--- config.mk ---
export PLATFORM = sky130hd
export DESIGN_NAME = dbuf_serial_tx
export DESIGN_NICKNAME = d
export VERILOG_FILES = /design/src/rtl/sertx_pkg.sv /design/src/rtl/sertx_holdbuf.sv /design/src/rtl/sertx_shifter.sv /design/src/rtl/dbuf_serial_tx.sv
export SDC_FILE = /design/constraint.sdc
export NUM_CORES = 1
export LEC_CHECK = 0
export BUFFER_PORTS_ARGS = -buffer_cell sky130_fd_sc_hd__buf_4
export CAP_MARGIN = 20
export CORE_AREA = 2 2 93 59
export CTS_CLUSTER_DIAMETER = 120
export DETAILED_ROUTE_END_ITERATION = 16
export DIE_AREA = 0 0 95 61
export SLEW_MARGIN = 10
export SYNTH_ARGS = -nofsm -noshare
export SYNTH_HDL_FRONTEND = slang
export SYNTH_SLANG_ARGS = --single-unit
--- constraint.sdc ---
create_clock -name clk -period 2.2 [get_ports clk]
set_input_delay 0.11 -clock clk [delete_from_list [all_inputs] [get_ports clk]]
set_output_delay 0.11 -clock clk [all_outputs]
set_load 0.02 [all_outputs]
--- src/rtl/sertx_pkg.sv ---
package sertx_pkg;
    localparam int BYTE_W    = 8;
    localparam int WORD_W    = BYTE_W + 1;
    localparam int FRAME_MAX = WORD_W + 2;
    localparam int CNT_W     = $clog2(FRAME_MAX + 1);

    typedef struct packed {
        logic              full;
        logic [WORD_W-1:0] word;
        logic              ninth;
        logic              ovf;
    } hold_state_t;

    typedef struct packed {
        logic                 busy;
        logic [FRAME_MAX-1:0] sreg;
        logic [CNT_W-1:0]     left;
        logic                 line;
    } shift_state_t;
endpackage

--- src/rtl/sertx_holdbuf.sv ---
module sertx_holdbuf
    import sertx_pkg::*;
(
    input  logic              clk,
    input  logic              rst_n,
    input  logic              en,
    input  logic              ninth_wr,
    input  logic              ninth_val,
    input  logic              data_wr,
    input  logic [BYTE_W-1:0] data_byte,
    input  logic              take,
    output logic              full,
    output logic [WORD_W-1:0] word,
    output logic              ovf
);
    hold_state_t st_d, st_q;
    logic        accept;

    always_comb begin
        st_d   = st_q;
        accept = data_wr && (!st_q.full || take);
        if (ninth_wr) st_d.ninth = ninth_val;
        if (take) st_d.full = 1'b0;
        if (accept) begin
            st_d.full = 1'b1;
            st_d.word = {st_q.ninth, data_byte};
        end else if (data_wr) begin
            st_d.ovf = 1'b1;
        end
        if (!en) st_d = '0;
    end

    always_ff @(posedge clk) begin
        if (!rst_n) st_q <= '0;
        else        st_q <= st_d;
    end

    assign full = st_q.full;
    assign word = st_q.word;
    assign ovf  = st_q.ovf;

    // the overflow record survives while enabled
    a_r8_overflow_sticky: assert property (@(posedge clk) disable iff (!rst_n)
        (st_q.ovf && en) |=> st_q.ovf);
    // a full buffer keeps its character until handed over
    a_r8_word_kept: assert property (@(posedge clk) disable iff (!rst_n)
        (st_q.full && !take && en) |=> (st_q.full && $stable(st_q.word)));
    // a write coinciding with the hand-over is stored
    a_r9_accept_on_take: assert property (@(posedge clk) disable iff (!rst_n)
        (st_q.full && take && data_wr && en)
        |=> (st_q.full && st_q.word[BYTE_W-1:0] == $past(data_byte)));
    // disabling empties the buffer and clears the record
    a_r10_buffer_cleared: assert property (@(posedge clk) disable iff (!rst_n)
        !en |=> (!st_q.full && !st_q.ovf));
endmodule

--- src/rtl/sertx_shifter.sv ---
module sertx_shifter
    import sertx_pkg::*;
(
    input  logic              clk,
    input  logic              rst_n,
    input  logic              en,
    input  logic              tick,
    input  logic              nine_mode,
    input  logic              hold_full,
    input  logic [WORD_W-1:0] hold_word,
    output logic              take,
    output logic              line,
    output logic              idle
);
    shift_state_t         st_d, st_q;
    logic                 done;
    logic [FRAME_MAX-1:0] fresh;
    logic [CNT_W-1:0]     fresh_len;

    always_comb begin
        done      = st_q.busy && tick && (st_q.left == '0);
        take      = en && hold_full && (!st_q.busy || done);
        fresh     = {1'b1, (nine_mode ? hold_word[WORD_W-1] : 1'b1),
                     hold_word[BYTE_W-1:0], 1'b0};
        fresh_len = nine_mode ? CNT_W'(FRAME_MAX) : CNT_W'(FRAME_MAX - 1);
        st_d      = st_q;
        if (st_q.busy && tick) begin
            if (st_q.left == '0) begin
                if (take) begin
                    st_d.line = fresh[0];
                    st_d.sreg = {1'b1, fresh[FRAME_MAX-1:1]};
                    st_d.left = fresh_len - 1'b1;
                end else begin
                    st_d.busy = 1'b0;
                end
            end else begin
                st_d.line = st_q.sreg[0];
                st_d.sreg = {1'b1, st_q.sreg[FRAME_MAX-1:1]};
                st_d.left = st_q.left - 1'b1;
            end
        end else if (take) begin
            st_d.busy = 1'b1;
            st_d.sreg = fresh;
            st_d.left = fresh_len;
        end
        if (!en) begin
            st_d      = '0;
            st_d.line = 1'b1;
        end
    end

    always_ff @(posedge clk) begin
        if (!rst_n) begin
            st_q      <= '0;
            st_q.line <= 1'b1;
        end else begin
            st_q <= st_d;
        end
    end

    assign line = st_q.line;
    assign idle = !st_q.busy;

    // a disabled transmitter drives mark
    a_r10_line_high_off: assert property (@(posedge clk) disable iff (!rst_n)
        !en |=> st_q.line);
    // the line only moves on a baud tick while enabled
    a_r4_line_on_tick: assert property (@(posedge clk) disable iff (!rst_n)
        (en && $past(en) && (st_q.line != $past(st_q.line))) |-> $past(tick));
    // the shifter empties only on a tick, after a stop bit
    a_r6_idle_after_stop: assert property (@(posedge clk) disable iff (!rst_n)
        (en && $past(en) && !st_q.busy && $past(st_q.busy)) |-> ($past(tick) && st_q.line));
    // an idle shifter picks up a waiting character at once
    a_r3_load_when_idle: assert property (@(posedge clk) disable iff (!rst_n)
        (en && !st_q.busy && hold_full) |=> st_q.busy);
endmodule

--- src/rtl/dbuf_serial_tx.sv ---
module dbuf_serial_tx
    import sertx_pkg::*;
(
    input  logic              clk,
    input  logic              rst_n,
    input  logic              tx_en,
    input  logic              irq_en,
    input  logic              nine_mode,
    input  logic              ninth_wr,
    input  logic              ninth_val,
    input  logic              data_wr,
    input  logic [BYTE_W-1:0] data_byte,
    input  logic              baud_tick,
    output logic              ser_out,
    output logic              buf_empty,
    output logic              shift_empty,
    output logic              overflow,
    output logic              irq
);
    logic              hold_full;
    logic [WORD_W-1:0] hold_word;
    logic              take;

    sertx_holdbuf u_hold (
        .clk       (clk),
        .rst_n     (rst_n),
        .en        (tx_en),
        .ninth_wr  (ninth_wr),
        .ninth_val (ninth_val),
        .data_wr   (data_wr),
        .data_byte (data_byte),
        .take      (take),
        .full      (hold_full),
        .word      (hold_word),
        .ovf       (overflow)
    );

    sertx_shifter u_shift (
        .clk       (clk),
        .rst_n     (rst_n),
        .en        (tx_en),
        .tick      (baud_tick),
        .nine_mode (nine_mode),
        .hold_full (hold_full),
        .hold_word (hold_word),
        .take      (take),
        .line      (ser_out),
        .idle      (shift_empty)
    );

    assign buf_empty = tx_en && !hold_full;
    assign irq       = buf_empty && irq_en;

    // an interrupt request is never raised while masked
    a_r2_irq_masked: assert property (@(posedge clk) disable iff (!rst_n)
        !irq_en |-> !irq);
endmodule

# Word-level counts from Yosys, hierarchy flattened
# Cells that the tools add are included.
# op_classes
reduce_logical	19
n_eq_ne	3
mux	10
n_addsub	2
bitwise_logic	1
# ops
operator	count
$mux W16	4
$mux W10	1
$reduce_and A2 Y1	4
$sub A4 B1 Y4 const B	2
$logic_and A1 B1 Y1	7
$ne A2 B2 Y1 const B	3
$mux W1	5
$logic_not A4 Y1	1
$reduce_bool A2 Y1	2
$reduce_and A3 Y1	1
$logic_not A1 Y1	2
$logic_or A1 B1 Y1	2
$not A1 Y1	1
# totals
input_bits	17
output_inout_bits	5
register_bits	29
word_cells	43

# Longest topological paths before layout
# Gate-level depths: netlist (run 1).
# logic_depth
depth_word	8
mapped_depth	7
mapped_depth_nobuf	6

# Hierarchy
# Synthesis (run 1) repeated with hierarchy kept, for this count alone.
# unflattened
cells_unflattened	187
hier_area_um2	1581.5
# by_module_without_submodules
mod	seq_area_each_um2	area_each_um2	cells_each	instances
sertx_shifter	340.3	1053.5	124	1
sertx_holdbuf	240.2	513.0	61	1
dbuf_serial_tx	0.0	15.0	2	1

# Worst setup path after synthesis (run 1)
# OpenSTA, ideal clock, no wires.
# synth_timing
kind	reg2reg
startpoint	reg u_shift.st_q[1] in the netlist's numbering
endpoint	reg u_shift.st_q[2] in the netlist's numbering
required_ps	2081
synth_period_minus_slack_ps	1571
stages_incl_launch_ff	7
arrival_time_ps	1452
setup_ps	119
setup_slack_ps	629
n_path_buf	0
cell_sequence	dfxtp_1 -> inv_1 -> ha_1 -> or3b_4 -> a21boi_2 -> nor2_1 -> o221a_1
# synth_between
elab_chain_len	6
elab_cells_between_ends	10
cone_classes	add/sub (1); eq/ne (1); mux (2); reduce/logical (6)
# synth_lines
item	line	source
start: declaration	sertx_shifter.sv:15	shift_state_t st_d, st_q;
start signal: assignment	sertx_shifter.sv:57	st_q <= st_d;
parallel branches: the longest is 6 deep, another holds $sub A4 B1 Y4	n/a	
# Several ways; the timed one is not identified.
# A chain may end at the register's enable or synchronous reset.

# Final worst setup path (run 1)
# layout_timing
startpoint	reg u_shift.st_q[1] in the netlist's numbering
endpoint	reg u_shift.st_q[7] in the netlist's numbering
# layout_between
elab_chain_len	6
elab_cells_between_ends	9
cone_classes	eq/ne (1); mux (2); reduce/logical (6)
# layout_lines
item	line	source
$logic_not A4 Y1 (*)	sertx_shifter.sv:21, sertx_shifter.sv:28	
$logic_and A1 B1 Y1	sertx_shifter.sv:21	done = st_q.busy && tick && (st_q.left == '0);
$logic_or A1 B1 Y1	sertx_shifter.sv:22	take = en && hold_full && (!st_q.busy || done);
$logic_and A1 B1 Y1	sertx_shifter.sv:22	
$ne A2 B2 Y1 (no line) / $reduce_bool A2 Y1 (equally long branches)	n/a	
$reduce_and A2 Y1 (no line)	n/a	
# Every way passes the cells marked *; elsewhere a longest branch is shown, timed or not.

==> results of run 1 <==
power by group through the flow:
stage / sequential (mW) / clock [mW] / combinational (mW)
2_1_floorplan: 0.550 / 0 / 0.0681
3_3_place_gp: 0.555 / 0 / 0.108
3_5_place_dp: 0.555 / 0 / 0.108
4_1_cts: 0.543 / 0.598 / 0.108
5_1_grt: 0.544 / 0.611 / 0.120
6_report: 0.543 / 0.584 / 0.108
through the flow:
step	util, %	total power, mW	cell area [µm²]
after floorplan	-	0.6182	1428
after global placement	32.99	0.6632	1627
after detailed placement	32.99	0.6629	1627
after CTS	35.43	1.249	1747
after global routing	35.43	1.275	1747
final	35.43	1.235	1747
final cells by class:
| cell class | instances | area (µm²) | share of cell area [%] |
|---|---|---|---|
| multi-input cells | 132 | 768.2 | 43.98 |
| clock inverters | 2 | 37.54 | 2.149 |
| flip-flops and latches | 29 | 580.6 | 33.24 |
| repair buffers | 24 | 180.2 | 10.32 |
| clock buffers | 6 | 82.58 | 4.728 |
| well taps | 66 | 82.58 | 4.728 |
| inverters | 4 | 15.01 | 0.8596 |
cell usage in the layout, fill, tap and decap left out, types with 2 or more instances in the layout:
cell,n
dfxtp_1,29
o21ai_1,3
buf_4,24
a211oi_1,3
nand3_1,13
o21ai_0,8
a31oi_1,8
and2_1,2
nor3_1,4
a22o_1,6
a21oi_1,8
a21o_1,2
clkbuf_8,6
nand2_1,31
nor3b_1,2
nor2_1,18
inv_1,4
synth_stat cells, types with 2 or more instances:
master / instances
nor3b_1: 2
nor3_1: 4
dfxtp_1: 29
nor2_1: 18
a21o_1: 2
o21ai_0: 8
buf_6: 2
clkbuf_2: 2
a22o_1: 6
clkbuf_1: 3
o21ai_1: 3
nand3_1: 13
and2_1: 2
a31oi_1: 8
a21oi_1: 8
buf_2: 4
a211oi_1: 3
nand2_1: 31
inv_1: 4
tightest hold or removal path, delay by kind of cell:
family	cells	cell delay, ns
buf+inv	1	0.07
mux	1	0.05
simple gates	1	0.07
state kept, by name, indices dropped and copies added, names as in the netlist:
| name | count |
|---|---|
| u_shift.st_q | 16 |
| u_hold.full | 1 |
| u_shift.line | 1 |
| u_hold.st_q | 1 |
| u_hold.word | 9 |
| u_hold.ovf | 1 |
layer usage:
metal	vias to the layer above	wire length [µm]
met2	32	1338
met5	-	0
met1	571	1929
met3	5	210
met4	0	27
li1	668	-
logic make-up (layout without fill, tap and decap cells):
kind of cell             after synthesis  count (layout)  synth area share (%)
AO/OA/AOI/OAI                         48              48                 24.28
adder cells (fa/ha/maj)                1               1                0.8763
buffers and inverters                 15              36                 5.521
flip-flops                            29              29                 40.67
multiplexers                           1               1                0.7012
AND/OR/NAND/NOR                       82              82                 27.96
how the worst max path moves through the flow:
stage	cells past startpoint	startpoint	end
floorplan	6	u_shift.st_q[1]	u_shift.st_q[2]
global placement	6	u_shift.st_q[1]	u_shift.st_q[7]
detailed placement	6	u_shift.st_q[1]	u_shift.st_q[7]
CTS	6	u_shift.st_q[1]	u_shift.st_q[7]
global route	6	u_shift.st_q[1]	u_shift.st_q[7]
finish	6	u_shift.st_q[1]	u_shift.st_q[7]
==> metrics.md, run 1 <==
| Metric | Value |
|---|---|
| Status | `complete, no violations` |
| Aggregate global-route resource usage | `13.28%` |
| Delay of the slowest critical-path stage | `0.42 ns` |
| Number of synthesized flops with an enable pin | `0` |
| Post-synth ARST share | `0%` |
| Final hold viol count | `0` |
| Crit. End Element | `flop` |
| Area delta synth->final | `22.35%` |
| Tightest Pin Transition | `0.5965 ns` |
| DR iter-0 viols | `97` |
| Synthesized flop and latch total | `29` |
| Layout Nets | `214` |
| Worst Hold Endpoint | `u_hold.st_q[1]` |
| DR pass1 iterations | `4` |
| Count of buffers from port buffering | `21` |
| Clk buf depth | `2` |
| Pin count of the biggest net entering global routing | `23` |
| Final Wtd Congestion | `0.7940` |
| Hold Crit Depth | `3` |
| Post-CTS Setup Repair Bufs | `0` |
| Drt total wl | `3506 µm` |
| Met1 Use GR | `21.13%` |
| Switching share of total power | `23.14%` |
| Min Tclk post-route | `1.797 ns` |
| Ranking of synthesized cells by area | `dfxtp_1 41%, nand2_1 8.2%, nor2_1 4.7%` |
| Clk network pwr share | `47.3%` |
| Post-synth top area share | `40.67%` |
| Drt drc | `0` |
| Mean post-synth cell area | `8.111 µm²` |
| R2r worst-path depth | `6` |
| Worst Hold Launch | `ninth_val` |
| Vias per inst | `4.852` |
| Slew Limit Fails | `0` |
| GRT busiest layer | `met1` |
| Congestion Overflow GR | `0` |
| DPL Wire Length | `2486 µm` |
| Relative slew slack | `60.23%` |
| Logic pwr share | `8.7%` |
| CP max stage cell | `nor3_2` |
| Sw power | `285.7 µW` |
| Initial antenna violation count | `0` |
| Die area | `5795 µm²` |
| CP startpoint kind | `flop` |
| Placed cell count | `255` |
| Clk_lat worst skew | `0.28 ns` |
| Main flop type after synthesis | `dfxtp_1` |
| Peak VDD IR | `0.3118 mV` |
| H-tree depth | `2` |
| Hold WS | `0.06450 ns` |
| Power Internal | `949.1 µW` |
| Max_cap viols | `0` |
| Fin cells | `263` |
| Final ANT Viol Nets | `0` |
| Cell row count | `20` |
| Pwr dens | `706.9 nW/µm²` |
| CORE AREA | `4930 µm²` |
| Sequential share of power | `44.0%` |
| Post-Place Setup Slack | `0.4061 ns` |
| Arr. time, crit path | `2.03 ns` |
| FMAX | `556.5 MHz` |
| LEAKAGE | `0.6102 nW` |
| RSZ-0062 raised after global routing | `no` |
| Antenna diodes | `0` |
| Layout Skew | `0.006753 ns` |
| Synth warn | `0` |
| Worst r2r dst | `u_shift.st_q[7]` |
| Width of the chip | `95 µm` |
| Fin worst setup slack | `0.4031 ns` |
| CTS root buffer | `clkbuf_8` |
| Post-CTS resize count | `0` |
| Reg2reg start | `u_shift.st_q[1]` |
| Syn nets | `194` |
| WL per Instance | `13.33 µm` |
| Grt met3 use | `3.851%` |
| Required @ worst endpoint | `2.43 ns` |
| Fill count | `506` |
| Final Cycle Share | `81.68%` |
| Seq/Total Area, Yosys | `40.67%` |
| Delay-heaviest family, CP | `simple AND/OR/NAND/NOR gates` |
| CTS Hold Bufs | `0` |
| Yosys cell types | `43` |
| Worst min path class | `in -> reg` |
| Die Span Y | `61 µm` |
| Yosys top cell by area | `dfxtp_1` |
| Worst-path clk slew | `0.07 ns` |
| Flop-to-flop setup slack | `0.40 ns` |
| # clock sinks | `29` |
| # setup viols final | `0` |
| Bufs and invs on worst path | `1` |
| Crit Path Max Fanout | `12` |
| Share of cells above drive strength 1 | `20.81%` |
| Mapped Cells | `176` |
| Mapped Area | `1428 µm²` |
| Vias in the first global route | `1112` |
| Vias | `1276` |
| Met2 Use GR | `16.72%` |
| IO Pins | `22` |
| Critical path type | `reg -> reg` |
| Setup TNS | `0 ns` |
| Global-route wire length before repair | `5768 µm` |
| Cell chain of the critical path | `inv_1 > ha_1 > or3b_4 > a21boi_2 > nor3_2 > a22o_1` |
| Initial Utilization | `28.96%` |
| CTS tree | `done` |
| CTS buffer count | `5` |
No activity file was read; power rests on OpenSTA's default activity.
==> inputs of run 2 (changes only) <==
- clock period: 2.2 -> 1.65 ns (I/O delays scaled with it)
==> run 2 against run 1 <==
Compared with the run above:
- final cell count rose by 5.3%
- combinational power rose by 57%
- worst setup slack got worse by 0.38 ns
==> metrics.md, run 2 (same netlist as run 1, synthesis figures left out) <==
| Metric | Value |
|---|---|
| RSZ-0062 raised after global routing | `yes (was no)` |
| Drt total wl | `3541 µm (was 3506 µm)` |
| Hold Crit Depth | `3 (unchanged)` |
| Flop-to-flop setup slack | `0.02 ns (was 0.40 ns)` |
| Largest reg by FF count | `u_shift.st_q (unchanged)` |
| WL per Instance | `12.78 µm (was 13.33 µm)` |
| Reg2reg start | `u_shift.st_q[1] (unchanged)` |
| Initial antenna violation count | `0 (unchanged)` |
| Min Tclk post-route | `1.630 ns (was 1.797 ns)` |
| CTS Hold Bufs | `0 (unchanged)` |
| CTS root buffer | `clkbuf_8 (unchanged)` |
| Layout Nets | `229 (was 214)` |
| FMAX | `613.4 MHz (was 556.5 MHz)` |
| Cell row count | `20 (unchanged)` |
| Crit. End Element | `flop (unchanged)` |
| Tightest Pin Transition | `0.3583 ns (was 0.5965 ns)` |
| Aggregate global-route resource usage | `13.40% (was 13.28%)` |
| R2r worst-path depth | `6 (unchanged)` |
| Commonest non-fill, non-tap cell in the layout | `buf_4 (was nand2_1)` |
| Required @ worst endpoint | `1.82 ns (was 2.43 ns)` |
| Worst r2r dst | `u_shift.st_q[7] (unchanged)` |
| Antenna diodes | `0 (unchanged)` |
| Layout Skew | `0.01001 ns (was 0.006753 ns)` |
| Arr. time, crit path | `1.80 ns (was 2.03 ns)` |
| # setup viols final | `0 (unchanged)` |
| DPL Wire Length | `2547 µm (was 2486 µm)` |
| Fill count | `503 (was 506)` |
| Commonest cells after routing, fill and taps aside | `37 x buf_4, 31 x nand2_1, 28 x dfxtp_1, 17 x nor2_1, 13 x nand3_1 (was 31 x nand2_1, 29 x dfxtp_1, 24 x buf_4, 18 x nor2_1, 13 x nand3_1)` |
| Peak VDD IR | `0.4203 mV (was 0.3118 mV)` |
| Status | `complete, no violations (unchanged)` |
| Register area | `581.8 µm² (was 580.6 µm²)` |
| Pwr Total | `1.601 mW (was 1.235 mW)` |
| Max layer used | `met4 (unchanged)` |
| Clk_lat worst skew | `0.28 ns (about the same)` |
| CORE AREA | `4930 µm² (unchanged)` |
| Pin count of the biggest net entering global routing | `23 (unchanged)` |
| Delay-heaviest family, CP | `simple AND/OR/NAND/NOR gates (unchanged)` |
| Width of the chip | `95 µm (unchanged)` |
| CP endpoint | `u_shift.st_q[7] (unchanged)` |
| Metal2 WL | `1343 µm (was 1338 µm)` |
| CP max stage cell | `or3b_4 (was nor3_2)` |
| CP startpoint kind | `flop (unchanged)` |
| Max FFs per register | `16 (unchanged)` |
| Max_cap viols | `0 (unchanged)` |
| Count of buffers from port buffering | `21 (unchanged)` |
| Crit path depth | `6 (unchanged)` |
| Slew Limit Fails | `0 (unchanged)` |
| # clock sinks | `29 (unchanged)` |
| Vias | `1322 (was 1276)` |
| Crit path from | `u_shift.st_q[1] (unchanged)` |
| Die area | `5795 µm² (unchanged)` |
| Share of cells above drive strength 1 | `28.44% (was 20.81%)` |
| Global-route wire length before repair | `5802 µm (was 5768 µm)` |
| Cell chain of the critical path | `inv_2 > ha_4 > or3b_4 > a21boi_4 > nor3_4 > a22o_1 (was inv_1 > ha_1 > or3b_4 > a21boi_2 > nor3_2 > a22o_1)` |
| Final Cycle Share | `98.81% (was 81.68%)` |
| Relative slew slack | `76.03% (was 60.23%)` |
| Critical path type | `reg -> reg (unchanged)` |
| Crit Path Max Fanout | `7 (was 12)` |
| DR iter-0 viols | `137 (was 97)` |
| Die Span Y | `61 µm (unchanged)` |
| CTS buffer count | `5 (unchanged)` |
| DRT met1 WL | `1986 µm (was 1929 µm)` |
| Vias in the first global route | `1151 (was 1112)` |
| Final ANT Viol Nets | `0 (unchanged)` |
| Area delta synth->final | `32.69% (was 22.35%)` |
| CTS tree | `done (unchanged)` |
| Initial Utilization | `28.96% (unchanged)` |
| IO Pins | `22 (unchanged)` |
| Pwr dens | `845.2 nW/µm² (was 706.9 nW/µm²)` |
| Drt drc | `0 (unchanged)` |
| Worst min path class | `in -> reg (unchanged)` |
| H-tree depth | `2 (unchanged)` |
| Vias per inst | `4.773 (was 4.852)` |
| Clk buf depth | `2 (unchanged)` |
| Met3 WL | `200 µm (was 210 µm)` |
| Final Wtd Congestion | `0.9242 (was 0.7940)` |
| Multi-input gate area | `802.0 µm² (was 768.2 µm²)` |
| LEAKAGE | `0.7009 nW (was 0.6102 nW)` |
| Delay of the slowest critical-path stage | `0.44 ns (was 0.42 ns)` |
| Fin util | `38.43% (was 35.43%)` |
| Worst-path clk slew | `0.07 ns (about the same)` |
| DR pass1 iterations | `4 (unchanged)` |
| Bufs and invs on worst path | `1 (unchanged)` |
| Congestion Overflow GR | `0 (unchanged)` |
| Final hold viol count | `0 (unchanged)` |
-- run 2: worst min-delay path by stage --
stage / to / slack [ns] / startpoint
after floorplan: u_hold.full / 0.20 / data_wr
after global placement: u_hold.st_q[1] / 0.32 / ninth_val
after detailed placement: u_hold.word[5] / 0.33 / data_byte[5]
after CTS: u_hold.word[5] / 0.04 / data_byte[5]
after global routing: u_hold.full / 0.05 / data_wr
final: u_hold.word[5] / 0.04 / data_byte[5]
-- run 2: area by class of cell --
cell class              count  share of cell area (%)
multi-input cells         132                   42.34
repair buffers             39                   16.31
clock buffers               5                   3.633
clock inverters             2                   1.849
well taps                  66                   4.359
flip-flops and latches     29                   30.71
inverters                   4                  0.7926
-- run 2: per-layer routing --
metal / up-vias / GRT usage [%]
met4: 0 / 4.348
li1: 694 / -
met2: 32 / 16.21
met3: 2 / 4.099
met1: 594 / 21.44
met5: - / 0
-- run 2: what timing repair did --
item	in CTS	in global routing
pin swaps	2	8
gates resized for setup	3	7
hold endpoints to repair	0	0
buffers inserted	1	1
setup endpoints to repair	9	10
-- run 2: worst register-to-register path, delay by kind of cell (launching register included) --
kind	cells	cell delay, ns
simple gates	2	0.53
compound gates	2	0.48
flops	1	0.32
fa+ha+maj	1	0.13
buf+inv	1	0.06
-- run 2: power by group --
group | switching [mW] | internal (mW)
registers | 0.00966 | 0.712
logic | 0.0882 | 0.0814
clock network | 0.271 | 0.438
total | 0.369 | 1.23
-- run 2: stage by stage --
| step | cells | worst slack (ns) | setup TNS, ns | cell area, µm² | hold WS [ns] |
|---|---|---|---|---|---|
| after CTS | 276 | 0.01092 | 0 | 1861 | 0.03570 |
| after global placement | 268 | -0.008241 | -0.008241 | 1737 | 0.3224 |
| final | 277 | 0.01961 | 0 | 1894 | 0.04451 |
| after detailed placement | 268 | -0.05459 | -0.1860 | 1737 | 0.3327 |
| after global routing | 277 | -0.05114 | -0.2935 | 1894 | 0.04526 |
| after floorplan | 176 | 0.07925 | 0 | 1428 | 0.1999 |
==> inputs of run 3 (changes only) <==
- CORE_AREA: 2 2 93 59 -> 2 2 97 62
- DIE_AREA: 0 0 95 61 -> 0 0 99 64
- SYNTH_HIERARCHICAL: unset -> 1
==> run 3 against run 2 <==
Compared with the run above:
- critical path type unchanged
- worst setup slack better by 0.016 ns
- largest power group is now clock
- area after synthesis is 11% higher
- maximum frequency is 0.98% higher
- global-route usage is 0.24 points lower
- sequential share of layout area is 1.8 points lower
==> metrics.md, run 3 <==
| Metric | Value |
|---|---|
| Sw power | `380.2 µW (was 369.3 µW)` |
| Synthesized flop and latch total | `29 (unchanged)` |
| Vias in the first global route | `1250 (was 1151)` |
| Delay of the slowest critical-path stage | `0.36 ns (was 0.44 ns)` |
| Slew Limit Fails | `0 (unchanged)` |
| Layout Nets | `236 (was 229)` |
| CP max stage cell | `nor3b_4 (was or3b_4)` |
| Sequential share of power | `43.3% (was 45.1%)` |
| DPL Wire Length | `2996 µm (was 2547 µm)` |
| Count of buffers from port buffering | `21 (unchanged)` |
| Ranking of synthesized cells by area | `dfxtp_1 37%, a21oi_1 7.0%, buf_4 5.7% (was dfxtp_1 41%, nand2_1 8.2%, nor2_1 4.7%)` |
| Vias | `1442 (was 1322)` |
| Status | `complete, no violations (unchanged)` |
| Compound-Gate Fraction of Synth Area | `28.56% (was 24.28%)` |
| Clk_lat worst skew | `0.29 ns (was 0.28 ns)` |
| Number of synthesized flops with an enable pin | `0 (unchanged)` |
| Clk buf depth | `2 (unchanged)` |
| Congestion Overflow GR | `0 (unchanged)` |
| Area delta synth->final | `27.69% (was 32.69%)` |
| DRT met1 WL | `2125 µm (was 1986 µm)` |
| Peak VDD IR | `0.2880 mV (was 0.4203 mV)` |
| Worst min path class | `in -> reg (unchanged)` |
| Share of cells above drive strength 1 | `33.94% (was 28.44%)` |
| Final ANT Viol Nets | `0 (unchanged)` |
| Final Cycle Share | `97.85% (was 98.81%)` |
| Commonest non-fill, non-tap cell in the layout | `buf_4 (unchanged)` |
| Setup TNS | `0 ns (unchanged)` |
| Final Cell Area | `2019 µm² (was 1894 µm²)` |
| Power Internal | `1.280 mW (was 1.232 mW)` |
| Adder-cell share of the synthesized area | `1.582% (was 0.8764%)` |
| Width of the chip | `99 µm (was 95 µm)` |
| Max_cap viols | `0 (unchanged)` |
| Min Tclk post-route | `1.614 ns (was 1.630 ns)` |
| Max layer used | `met4 (unchanged)` |
| Post-synthesis simple-gate area fraction | `21.44% (was 27.96%)` |
| Critical path type | `reg -> reg (unchanged)` |
| Worst-path clk slew | `0.07 ns (about the same)` |
| Initial antenna violation count | `0 (unchanged)` |
| Main flop type after synthesis | `dfxtp_1 (unchanged)` |
| Met3 WL | `258 µm (was 200 µm)` |
| Commonest cells after routing, fill and taps aside | `41 x buf_4, 27 x dfxtp_1, 21 x a21oi_1, 13 x nand2_1, 10 x nand3_1 (was 37 x buf_4, 31 x nand2_1, 28 x dfxtp_1, 17 x nor2_1, 13 x nand3_1)` |
| Crit Path Max Fanout | `7 (unchanged)` |
| Layout Skew | `0.005885 ns (was 0.01001 ns)` |
| Metal2 WL | `1591 µm (was 1343 µm)` |
| Bufs and invs on worst path | `2 (was 1)` |
| Placed cell count | `275 (was 268)` |
| Drt drc | `0 (unchanged)` |
| Post-synth ARST share | `0% (unchanged)` |
| H-tree depth | `2 (unchanged)` |
| DR iter-0 viols | `60 (was 137)` |
| WL per Instance | `14.00 µm (was 12.78 µm)` |
| Final Wtd Congestion | `0.7769 (was 0.9242)` |
| CTS tree | `done (unchanged)` |
| Clk network pwr share | `46.6% (was 44.3%)` |
| Post-synth top area share | `36.71% (was 40.67%)` |
| Mapped Area | `1582 µm² (was 1428 µm²)` |
| Fill count | `543 (was 503)` |
| # clock sinks | `29 (unchanged)` |
| Aggregate global-route resource usage | `13.16% (was 13.40%)` |
| Fin cells | `287 (was 277)` |
| Tightest Pin Transition | `0.4448 ns (was 0.3583 ns)` |
| Vias per inst | `5.024 (was 4.773)` |
| Dpl cell area | `1829 µm² (was 1737 µm²)` |
| XOR/XNOR share of the synthesized area | `0.5538% (was 0%)` |
| Seq/Total Area, Yosys | `36.71% (was 40.67%)` |
| Mean post-synth cell area | `8.457 µm² (was 8.111 µm²)` |
| Pin count of the biggest net entering global routing | `14 (was 23)` |
| CTS Hold Bufs | `0 (unchanged)` |
| # setup viols final | `0 (unchanged)` |
| LEAKAGE | `0.7231 nW (was 0.7009 nW)` |
| RSZ-0062 raised after global routing | `yes (unchanged)` |
| Final hold viol count | `0 (unchanged)` |
| Logic pwr share | `10.1% (was 10.6%)` |
| Synth warn | `6 (was 0)` |
| CTS buffer count | `5 (unchanged)` |
| DR pass1 iterations | `4 (unchanged)` |
| Antenna diodes | `0 (unchanged)` |
| Arr. time, crit path | `1.81 ns (was 1.80 ns)` |
| Required @ worst endpoint | `1.84 ns (was 1.82 ns)` |
| Max FFs per register | `16 (unchanged)` |
| Flop-to-flop setup slack | `0.04 ns (was 0.02 ns)` |
| Syn nets | `206 (was 194)` |
| CTS root buffer | `clkbuf_8 (unchanged)` |
| Cell row count | `21 (was 20)` |
| Yosys top cell by area | `dfxtp_1 (unchanged)` |
| CP startpoint kind | `flop (unchanged)` |
| Drt total wl | `4018 µm (was 3541 µm)` |
| Delay-heaviest family, CP | `compound AO/OA/AOI/OAI gates (was simple AND/OR/NAND/NOR gates)` |
| Crit. End Element | `flop (unchanged)` |
| IO Pins | `22 (unchanged)` |
| Yosys cell types | `44 (was 43)` |
| Switching share of total power | `22.90% (was 23.06%)` |
| Synth cell count leaders | `29 x dfxtp_1, 22 x a21oi_1, 13 x nand2_1, 12 x buf_4 (was 31 x nand2_1, 29 x dfxtp_1, 18 x nor2_1, 13 x nand3_1)` |
| Cell chain of the critical path | `inv_2 > ha_4 > nor3b_4 > buf_6 > nor3_2 > o21a_1 > a2111oi_2 (was inv_2 > ha_4 > or3b_4 > a21boi_4 > nor3_4 > a22o_1)` |
| Largest reg by FF count | `u_shift/st_q (was u_shift.st_q)` |
| Mux cell area share after synthesis | `0.6329% (was 0.7011%)` |
| Most common cell in the synthesized netlist | `dfxtp_1 (was nand2_1)` |
| Main combinational cell family by area after synthesis | `compound AO/OA/AOI/OAI gates (was simple AND/OR/NAND/NOR gates)` |
| Pwr dens | `822.1 nW/µm² (was 845.2 nW/µm²)` |
| Die Span Y | `64 µm (was 61 µm)` |
| FMAX | `619.4 MHz (was 613.4 MHz)` |
| Global-route wire length before repair | `6396 µm (was 5802 µm)` |
| Relative slew slack | `70.21% (was 76.03%)` |
| Initial Utilization | `29.36% (was 28.96%)` |
| CORE AREA | `5386 µm² (was 4930 µm²)` |
| Die area | `6336 µm² (was 5795 µm²)` |
| Mapped Cells | `187 (was 176)` |
-- run 3: changes by cell type after synthesis, sizes merged, moves of 5 or more --
cell | previous run | this run
nor2 | 18 | 9
nor2b | 1 | 10
o21ai | 11 | 17
a22o | 6 | 0
a22oi | 0 | 5
nand2 | 32 | 13
a31oi | 8 | 2
a21oi | 9 | 23
buf | 6 | 18
-- run 3: final cells by class --
class	count	area (µm²)	share of cell area, %
repair buffers	43	339.1	16.79
clock inverters	1	30.03	1.487
clock buffers	7	86.33	4.275
flip-flops and latches	29	583.1	28.87
inverters	6	22.52	1.115
multi-input cells	132	872.1	43.18
well taps	69	86.33	4.275
-- run 3: cell families after synthesis --
logic type,after synthesis
compound gates,66
xor+xnor,1
fa+ha+maj,2
buf+inv,26
flops,29
mux,1
simple gates,62
-- run 3: metal layers --
metal / GRT usage [%] / vias to the layer above
li1: - / 728
met1: 19.62 / 668
met2: 16.72 / 40
met3: 5.689 / 6
met4: 3.596 / 0
met5: 0 / -
-- run 3: what timing repair did --
action / CTS / global route
buffers inserted: 0 / 4
pin swaps: 1 / 6
endpoints found under the setup margin: 16 / 20
resized for setup: 5 / 10
-- run 3: through the flow --
step | hold slack [ns] | worst slack (ns) | power, mW | utilization (%)
floorplan | 0.2285 | 0.08006 | 0.8297 | -
global placement | 0.3317 | -0.02582 | 0.8918 | 33.96
detailed placement | 0.3476 | -0.08472 | 0.8929 | 33.96
CTS | 0.05081 | 0.003173 | 1.665 | 36.33
global route | 0.04655 | -0.08150 | 1.733 | 37.49
finish | 0.05198 | 0.03552 | 1.660 | 37.49
-- run 3: worst reg2reg max path, stage by stage (launching register included) --
cell,delay [ns]
dfxtp_2,0.32
inv_2,0.07
ha_4,0.14
nor3b_4,0.36
buf_6,0.16
nor3_2,0.03
o21a_1,0.18
a2111oi_2,0.26
-- run 3: power by group through the flow --
stage                     registers (mW)  clock network (mW)  logic, mW
after global placement             0.735                   0      0.157
after global routing               0.721               0.829      0.183
after detailed placement           0.735                   0      0.158
after floorplan                    0.732                   0     0.0975
after CTS                          0.719               0.786      0.160
final                              0.720               0.773      0.167
-- run 3: path summary, 6_finish.rpt --
check / to / cells past startpoint / start
hold reg to reg: u_hold/ovf / 2 / u_hold/ovf
setup reg to reg: u_shift/st_q[5] / 7 / u_shift/st_q[1]
setup / recovery: u_shift/st_q[5] / 7 / u_shift/st_q[1]
hold / removal: u_hold/st_q[1] / 3 / ninth_val
